===== config.mk =====
export PLATFORM = sky130hd
export DESIGN_NAME = pcm_pace_player
export DESIGN_NICKNAME = d
export VERILOG_FILES = /design/src/rtl/pcm_player_pkg.sv /design/src/rtl/rate_strobe_gen.sv /design/src/rtl/sample_fetch.sv /design/src/rtl/pcm_pace_player.sv
export SDC_FILE = /design/constraint.sdc
export NUM_CORES = 1
export LEC_CHECK = 0
export BUFFER_PORTS_ARGS = -buffer_cell sky130_fd_sc_hd__buf_2
export CORE_UTILIZATION = 59
export CTS_BUF_LIST = sky130_fd_sc_hd__clkbuf_16
export CTS_CLUSTER_DIAMETER = 50
export DETAILED_ROUTE_END_ITERATION = 12
export HOLD_SLACK_MARGIN = 0.08
export PLACE_DENSITY = 0.79
export SLEW_MARGIN = 30
export SYNTH_ARGS = -nofsm -noshare
export SYNTH_HDL_FRONTEND = slang
export SYNTH_SLANG_ARGS = --single-unit

===== constraint.sdc =====
create_clock -name clk -period 2.7 [get_ports clk]
set_input_delay 0.54 -clock clk [delete_from_list [all_inputs] [get_ports clk]]
set_output_delay 0.54 -clock clk [all_outputs]
set_load 0.01 [all_outputs]

===== src/rtl/pcm_player_pkg.sv =====
`timescale 1ns/1ps
package pcm_player_pkg;
  typedef enum logic {
    SEL_BASE = 1'b0,
    SEL_STEP = 1'b1
  } cfg_sel_e;
endpackage


===== src/rtl/rate_strobe_gen.sv =====
`timescale 1ns/1ps
module rate_strobe_gen #(
  parameter int ACC_W = 32
) (
  input  logic             clk,
  input  logic             rst,
  input  logic             clear,
  input  logic             run,
  input  logic [ACC_W-1:0] step,
  output logic             tick
);
  logic [ACC_W-1:0] phase_q;
  logic [ACC_W:0]   sum;

  assign sum = {1'b0, phase_q} + {1'b0, step};

  always_ff @(posedge clk) begin
    if (rst || clear) begin
      phase_q <= '0;
      tick    <= 1'b0;
    end else if (run) begin
      phase_q <= sum[ACC_W-1:0];
      tick    <= sum[ACC_W];
    end else begin
      tick    <= 1'b0;
    end
  end

  // Ticks only ever follow an edge on which the accumulator was advancing.
  assert_tick_needs_run_R3: assert property (@(posedge clk) disable iff (rst)
    (tick && !$past(clear)) |-> $past(run));
endmodule


===== src/rtl/sample_fetch.sv =====
`timescale 1ns/1ps
module sample_fetch #(
  parameter int ADDR_W  = 20,
  parameter int SMP_W   = 16,
  parameter int BUF_LEN = 4096
) (
  input  logic              clk,
  input  logic              rst,
  input  logic              load,
  input  logic [ADDR_W-1:0] base,
  input  logic              active,
  input  logic              take,
  output logic              mem_req,
  output logic [ADDR_W-1:0] mem_addr,
  input  logic              mem_rvalid,
  input  logic [SMP_W-1:0]  mem_rdata,
  output logic              held,
  output logic [SMP_W-1:0]  sample
);
  localparam int CNT_W = $clog2(BUF_LEN + 1);

  logic [ADDR_W-1:0] next_addr;
  logic [CNT_W-1:0]  issued;
  logic              pending;

  always_ff @(posedge clk) begin
    if (rst) begin
      next_addr <= '0;
      issued    <= '0;
      pending   <= 1'b0;
      held      <= 1'b0;
      mem_req   <= 1'b0;
      mem_addr  <= '0;
      sample    <= '0;
    end else if (load) begin
      next_addr <= base;
      issued    <= '0;
      pending   <= 1'b0;
      held      <= 1'b0;
      mem_req   <= 1'b0;
    end else begin
      mem_req <= 1'b0;
      if (take) held <= 1'b0;
      if (active && !held && !pending && issued < CNT_W'(BUF_LEN)) begin
        mem_req   <= 1'b1;
        mem_addr  <= next_addr;
        next_addr <= next_addr + 1'b1;
        issued    <= issued + 1'b1;
        pending   <= 1'b1;
      end
      if (pending && mem_rvalid) begin
        pending <= 1'b0;
        held    <= 1'b1;
        sample  <= mem_rdata;
      end
    end
  end

  assert_req_pulse_R5: assert property (@(posedge clk) disable iff (rst)
    mem_req |=> !mem_req);
  assert_single_outstanding_R5: assert property (@(posedge clk) disable iff (rst)
    (pending && !mem_rvalid && !load) |=> !mem_req);
  // Input assumption: the memory answers only an outstanding read.
  assert_resp_expected_R5: assert property (@(posedge clk) disable iff (rst)
    mem_rvalid |-> pending);
endmodule


===== src/rtl/pcm_pace_player.sv =====
`timescale 1ns/1ps
module pcm_pace_player
  import pcm_player_pkg::*;
#(
  parameter int ADDR_W  = 20,
  parameter int SMP_W   = 16,
  parameter int BUF_LEN = 4096,
  parameter int ACC_W   = 32
) (
  input  logic              clk,
  input  logic              rst,
  input  logic              cfg_we,
  input  logic              cfg_sel,
  input  logic [ACC_W-1:0]  cfg_wdata,
  input  logic              start,
  output logic              mem_req,
  output logic [ADDR_W-1:0] mem_addr,
  input  logic              mem_rvalid,
  input  logic [SMP_W-1:0]  mem_rdata,
  output logic              dac_we,
  output logic [SMP_W-1:0]  dac_data,
  output logic              done
);
  localparam int CNT_W = $clog2(BUF_LEN + 1);

  logic [ADDR_W-1:0] base_q;
  logic [ACC_W-1:0]  step_q;
  logic [ACC_W-1:0]  step_act;
  logic              running;
  logic [CNT_W-1:0]  wr_cnt;
  logic              tick;
  logic              held;
  logic [SMP_W-1:0]  held_smp;
  logic              start_ok;
  logic              take;

  assign start_ok = start && !running;
  assign take     = running && tick && held;

  always_ff @(posedge clk) begin
    if (rst) begin
      base_q <= '0;
      step_q <= '0;
    end else if (cfg_we) begin
      if (cfg_sel_e'(cfg_sel) == SEL_BASE) base_q <= cfg_wdata[ADDR_W-1:0];
      else                                 step_q <= cfg_wdata;
    end
  end

  always_ff @(posedge clk) begin
    if (rst) begin
      running  <= 1'b0;
      step_act <= '0;
      wr_cnt   <= '0;
      dac_we   <= 1'b0;
      dac_data <= '0;
      done     <= 1'b0;
    end else begin
      dac_we <= 1'b0;
      if (start_ok) begin
        running  <= 1'b1;
        step_act <= step_q;
        wr_cnt   <= '0;
        done     <= 1'b0;
      end else if (take) begin
        dac_we   <= 1'b1;
        dac_data <= held_smp;
        wr_cnt   <= wr_cnt + 1'b1;
        if (wr_cnt == CNT_W'(BUF_LEN - 1)) begin
          running <= 1'b0;
          done    <= 1'b1;
        end
      end
    end
  end

  rate_strobe_gen #(.ACC_W(ACC_W)) strobe_i (
    .clk  (clk),
    .rst  (rst),
    .clear(start_ok),
    .run  (running),
    .step (step_act),
    .tick (tick)
  );

  sample_fetch #(.ADDR_W(ADDR_W), .SMP_W(SMP_W), .BUF_LEN(BUF_LEN)) fetch_i (
    .clk       (clk),
    .rst       (rst),
    .load      (start_ok),
    .base      (base_q),
    .active    (running),
    .take      (take),
    .mem_req   (mem_req),
    .mem_addr  (mem_addr),
    .mem_rvalid(mem_rvalid),
    .mem_rdata (mem_rdata),
    .held      (held),
    .sample    (held_smp)
  );

  // Input assumption: each read completes within one tick period.
  assert_ready_at_tick_R6: assert property (@(posedge clk) disable iff (rst)
    (running && tick) |-> held);
  assert_dac_pulse_R4: assert property (@(posedge clk) disable iff (rst)
    dac_we |=> !dac_we);
  assert_done_hold_R7: assert property (@(posedge clk) disable iff (rst)
    (done && !start) |=> done);
  assert_quiet_after_done_R7: assert property (@(posedge clk) disable iff (rst)
    (done && $past(done)) |-> (!dac_we && !mem_req));
  assert_count_bound_R7: assert property (@(posedge clk) disable iff (rst)
    running |-> (wr_cnt < CNT_W'(BUF_LEN)));
  assert_start_ignored_R8: assert property (@(posedge clk) disable iff (rst)
    (running && start && !done) |=> !done || $past(take));
endmodule


==> summary.md <==
| Metric | Value |
|---|---|
| Result of the run | `complete, no violations` |
| Clock skew | `0.008105 ns` |
| Final Max Slew Viols | `0` |
| Routability Congestion | `0.9058` |
| Pint | `around 5400 uW` |
| Commonest non-fill, non-tap cell in the layout | `nand2_1` |
| Flops & latches, synth | `approximately 220` |
| Setup bufs post-CTS | `0` |
| Final HPWL DP | `16040 um` |
| R2R setup slack | `about 0.22 ns` |
| Yosys Warn Count | `0` |
| Die Span X | `roughly 130 um` |
| Antenna diode count | `0` |
| GR Util All Layers | `0.2724` |
| Post-Place Cells | `1509` |
| CTS-repair resized insts | `0` |
| Largest net degree at the start of global routing | `142` |
| Max-cap violations | `0` |
| Clk buf depth | `3` |
| Peak supply drop | `0.4799 mV` |
| Num ports | `93` |
| Seq pwr share | `0.480` |
| Mean number of vias per cell | `5.716` |
| Top_reg_cell synth | `dfxtp_1` |
| Area growth syn-to-layout | `13.87%` |
| Startpoint types | `flop` |
| Slew headroom | `0.4284` |
| Fillers | `1326` |
| Final ANT Viol Nets | `0` |
| Core area | `approximately 0.016 mm^2` |
| Final Critical Period | `2.485 ns` |
| Initial detailed-routing violation count | `about 690` |
| Worst Setup End Kind | `flop` |
| Vias in the first global route | `between 8000 and 9000` |
| Yosys cell types | `between 60 and 70` |
| Total die area | `~0.017 mm^2` |
| Peak Freq | `402.5 MHz` |
| Chip height | `131.4 um` |
| Hold buffer count at cts | `0` |
| First-pass GRT wire length | `39920 um` |
| # H-tree levels | `1` |
| Final hold violation count | `0` |
| Tightest Pin Transition | `~0.86 ns` |
| Post-Layout Cell Count | `1553` |
| Total CTS buffers | `24` |
| Async set or reset register ratio after synthesis | `0` |
| RSZ-0062 raised after global routing | `no` |
| Root Buffer | `clkbuf_16` |
| Fin crit share | `0.9202` |
| Clk network pwr share | `0.459` |
| Logic pwr share | `0.060` |
| Post-Syn Instances | `1261` |
| Sw frac | `0.2383` |
| Syn_area_per_cell | `7.839 um^2` |
| Net count after synthesis | `1351` |
| Rows | `46` |
| Leakage power | `~0.0043 uW` |
| Sink Count | `between 200 and 250` |
| Critical path type | `reg2reg` |
| Initial antenna violation count | `0` |
| Mapped Area | `0.009884 mm^2` |
| PD cells | `approximately 630 mW/mm^2` |
| TritonCTS clock tree | `built` |
| PortBufs | `92` |
| DR DRC count | `0` |
| Starting Density | `0.6134` |
| Sequential element share of the synthesized area | `0.4476` |
| Grt ovf | `0` |
| P_sw | `1677 uW` |
| Vias | `8877` |
| Clock Latency Late Sink | `0.51 ns` |
| Min-delay worst type | `in2reg` |
| Routed wire length | `23630 um` |
| Nets | `1409` |
| EDFF count, synth | `0` |
| Worst EP required | `around 3.1 ns` |
| Layout cells sized above 1 | `0.1272` |
| Reg clk slew, reported paths | `roughly 0.06 ns` |
| Crit Path Max Fanout | `3` |
| Most frequent cells in the layout | `nand2_1, dfxtp_1, a21oi_1, buf_2, nor2_1` |
| WP data arrival | `2.89 ns` |
| Routed wire length per instance | `15.22 um` |
| Final setup viols | `0` |
| Setup TNS | `0 ns` |
| TritonRoute pass-1 iters | `5` |
path summary, 6_finish.rpt:
kind | startpoint | to | cells past startpoint
min | cfg_wdata[27] | step_q[27] | 3
min reg2reg | dac_data[12] | dac_data[12] | 2
max reg2reg | step_act[0] | strobe_i.phase_q[26] | 9
max | step_act[0] | strobe_i.phase_q[26] | 9
power by group through the flow:
stage,registers [uW],logic [uW],clock network (uW)
6_report,3380,425,3230
3_5_place_dp,3450,420,0
2_1_floorplan,3440,280,0
3_3_place_gp,3450,414,0
5_1_grt,3390,472,3410
4_1_cts,3380,423,3270
cell usage after synthesis (all sizes together) (3+ instances only):
| cell | n | share of area |
|---|---|---|
| nand2b | 5 | 0.0032 |
| buf | 20 | 0.010 |
| o21bai | 3 | 0.0027 |
| a222oi | 3 | 0.0030 |
| nor3 | 19 | 0.0096 |
| or2 | 3 | 0.0019 |
| o211ai | 5 | 0.0043 |
| nand4 | 22 | 0.014 |
| a21oi | 208 | 0.11 |
| inv | 8 | 0.0030 |
| and4 | 4 | 0.0035 |
| and3 | 14 | 0.0089 |
| a211oi | 4 | 0.0035 |
| nor2b | 5 | 0.0032 |
| and2 | 7 | 0.0044 |
| nor2 | 85 | 0.033 |
| xnor2 | 17 | 0.015 |
| nand2 | 350 | 0.13 |
| ha | 35 | 0.044 |
| a31o | 3 | 0.0027 |
| dfxtp | 221 | 0.45 |
| o22ai | 4 | 0.0025 |
| o21ai | 45 | 0.023 |
| a221oi | 5 | 0.0044 |
| nand3 | 18 | 0.0091 |
| a21o | 7 | 0.0054 |
| xor2 | 26 | 0.023 |
| mux2i | 11 | 0.011 |
| a31oi | 8 | 0.0057 |
| or3 | 8 | 0.0051 |
| clkbuf | 58 | 0.022 |
final cells by class:
class | count | area [um^2] | area share
multi-input combinational | 954 | 5120 | 0.4549
sequential | 221 | 4424 | 0.3931
clock buffer | 25 | 625.6 | 0.05558
timing repair buffer | 110 | 623.1 | 0.05536
tap | 216 | 270.3 | 0.02401
clock inverter | 19 | 162.7 | 0.01445
inverter | 8 | 30.03 | 0.002668
through the flow:
stage	power, uW	utilization	setup WS (ns)	cell area [um^2]	hold WS (ns)
2_1_floorplan	3717	-	0.4077	9884	0.4291
3_3_place_gp	3861	0.6494	0.2377	10470	0.4369
3_5_place_dp	3869	0.6495	0.2097	10470	0.4431
4_1_cts	7070	0.6984	0.2061	11260	0.2593
5_1_grt	7268	0.6984	0.04090	11260	0.2625
6_report	7036	0.6984	0.2154	11260	0.2650
cell families (layout without fill, tap and decap cells):
logic type / count (synthesis) / after routing / synth area share
flops: 221 / 221 / 0.4476
xor+xnor: 43 / 43 / 0.03810
mux: 12 / 12 / 0.01228
simple gates: 546 / 546 / 0.2347
compound gates: 317 / 317 / 0.1856
fa+ha+maj: 36 / 36 / 0.04633
buf+inv: 86 / 162 / 0.03544
per-layer routing:
metal  share of wire  track usage
met5               0            0
met1            0.47       0.3794
met3           0.061      0.04321
met2            0.46       0.4421
met4           0.011      0.06202
registers in the layout, summed over array words and instances (netlist names):
| signal | cells |
|---|---|
| step_act | 32 |
| step_q | 32 |
| strobe_i.phase_q | 32 |
| base_q | 20 |
| fetch_i.mem_addr | 20 |
| fetch_i.next_addr | 20 |
| dac_data | 16 |
| fetch_i.sample | 16 |
| fetch_i.issued | 13 |
| wr_cnt | 13 |
| dac_we | 1 |
| done | 1 |
| fetch_i.held | 1 |
| fetch_i.mem_req | 1 |
| fetch_i.pending | 1 |
| running | 1 |
| strobe_i.tick | 1 |
worst max-delay path: stages (launching register included):
cell and delay [ns]:
dfxtp_1 0.32, ha_1 0.22, fa_1 0.41, a21o_1 0.23
a31oi_2 0.27, nor4_2 0.09, o21ai_2 0.22, a21oi_2 0.08
or3_1 0.30, a32o_1 0.24
Note: power is estimated with default switching activity, not from simulation.
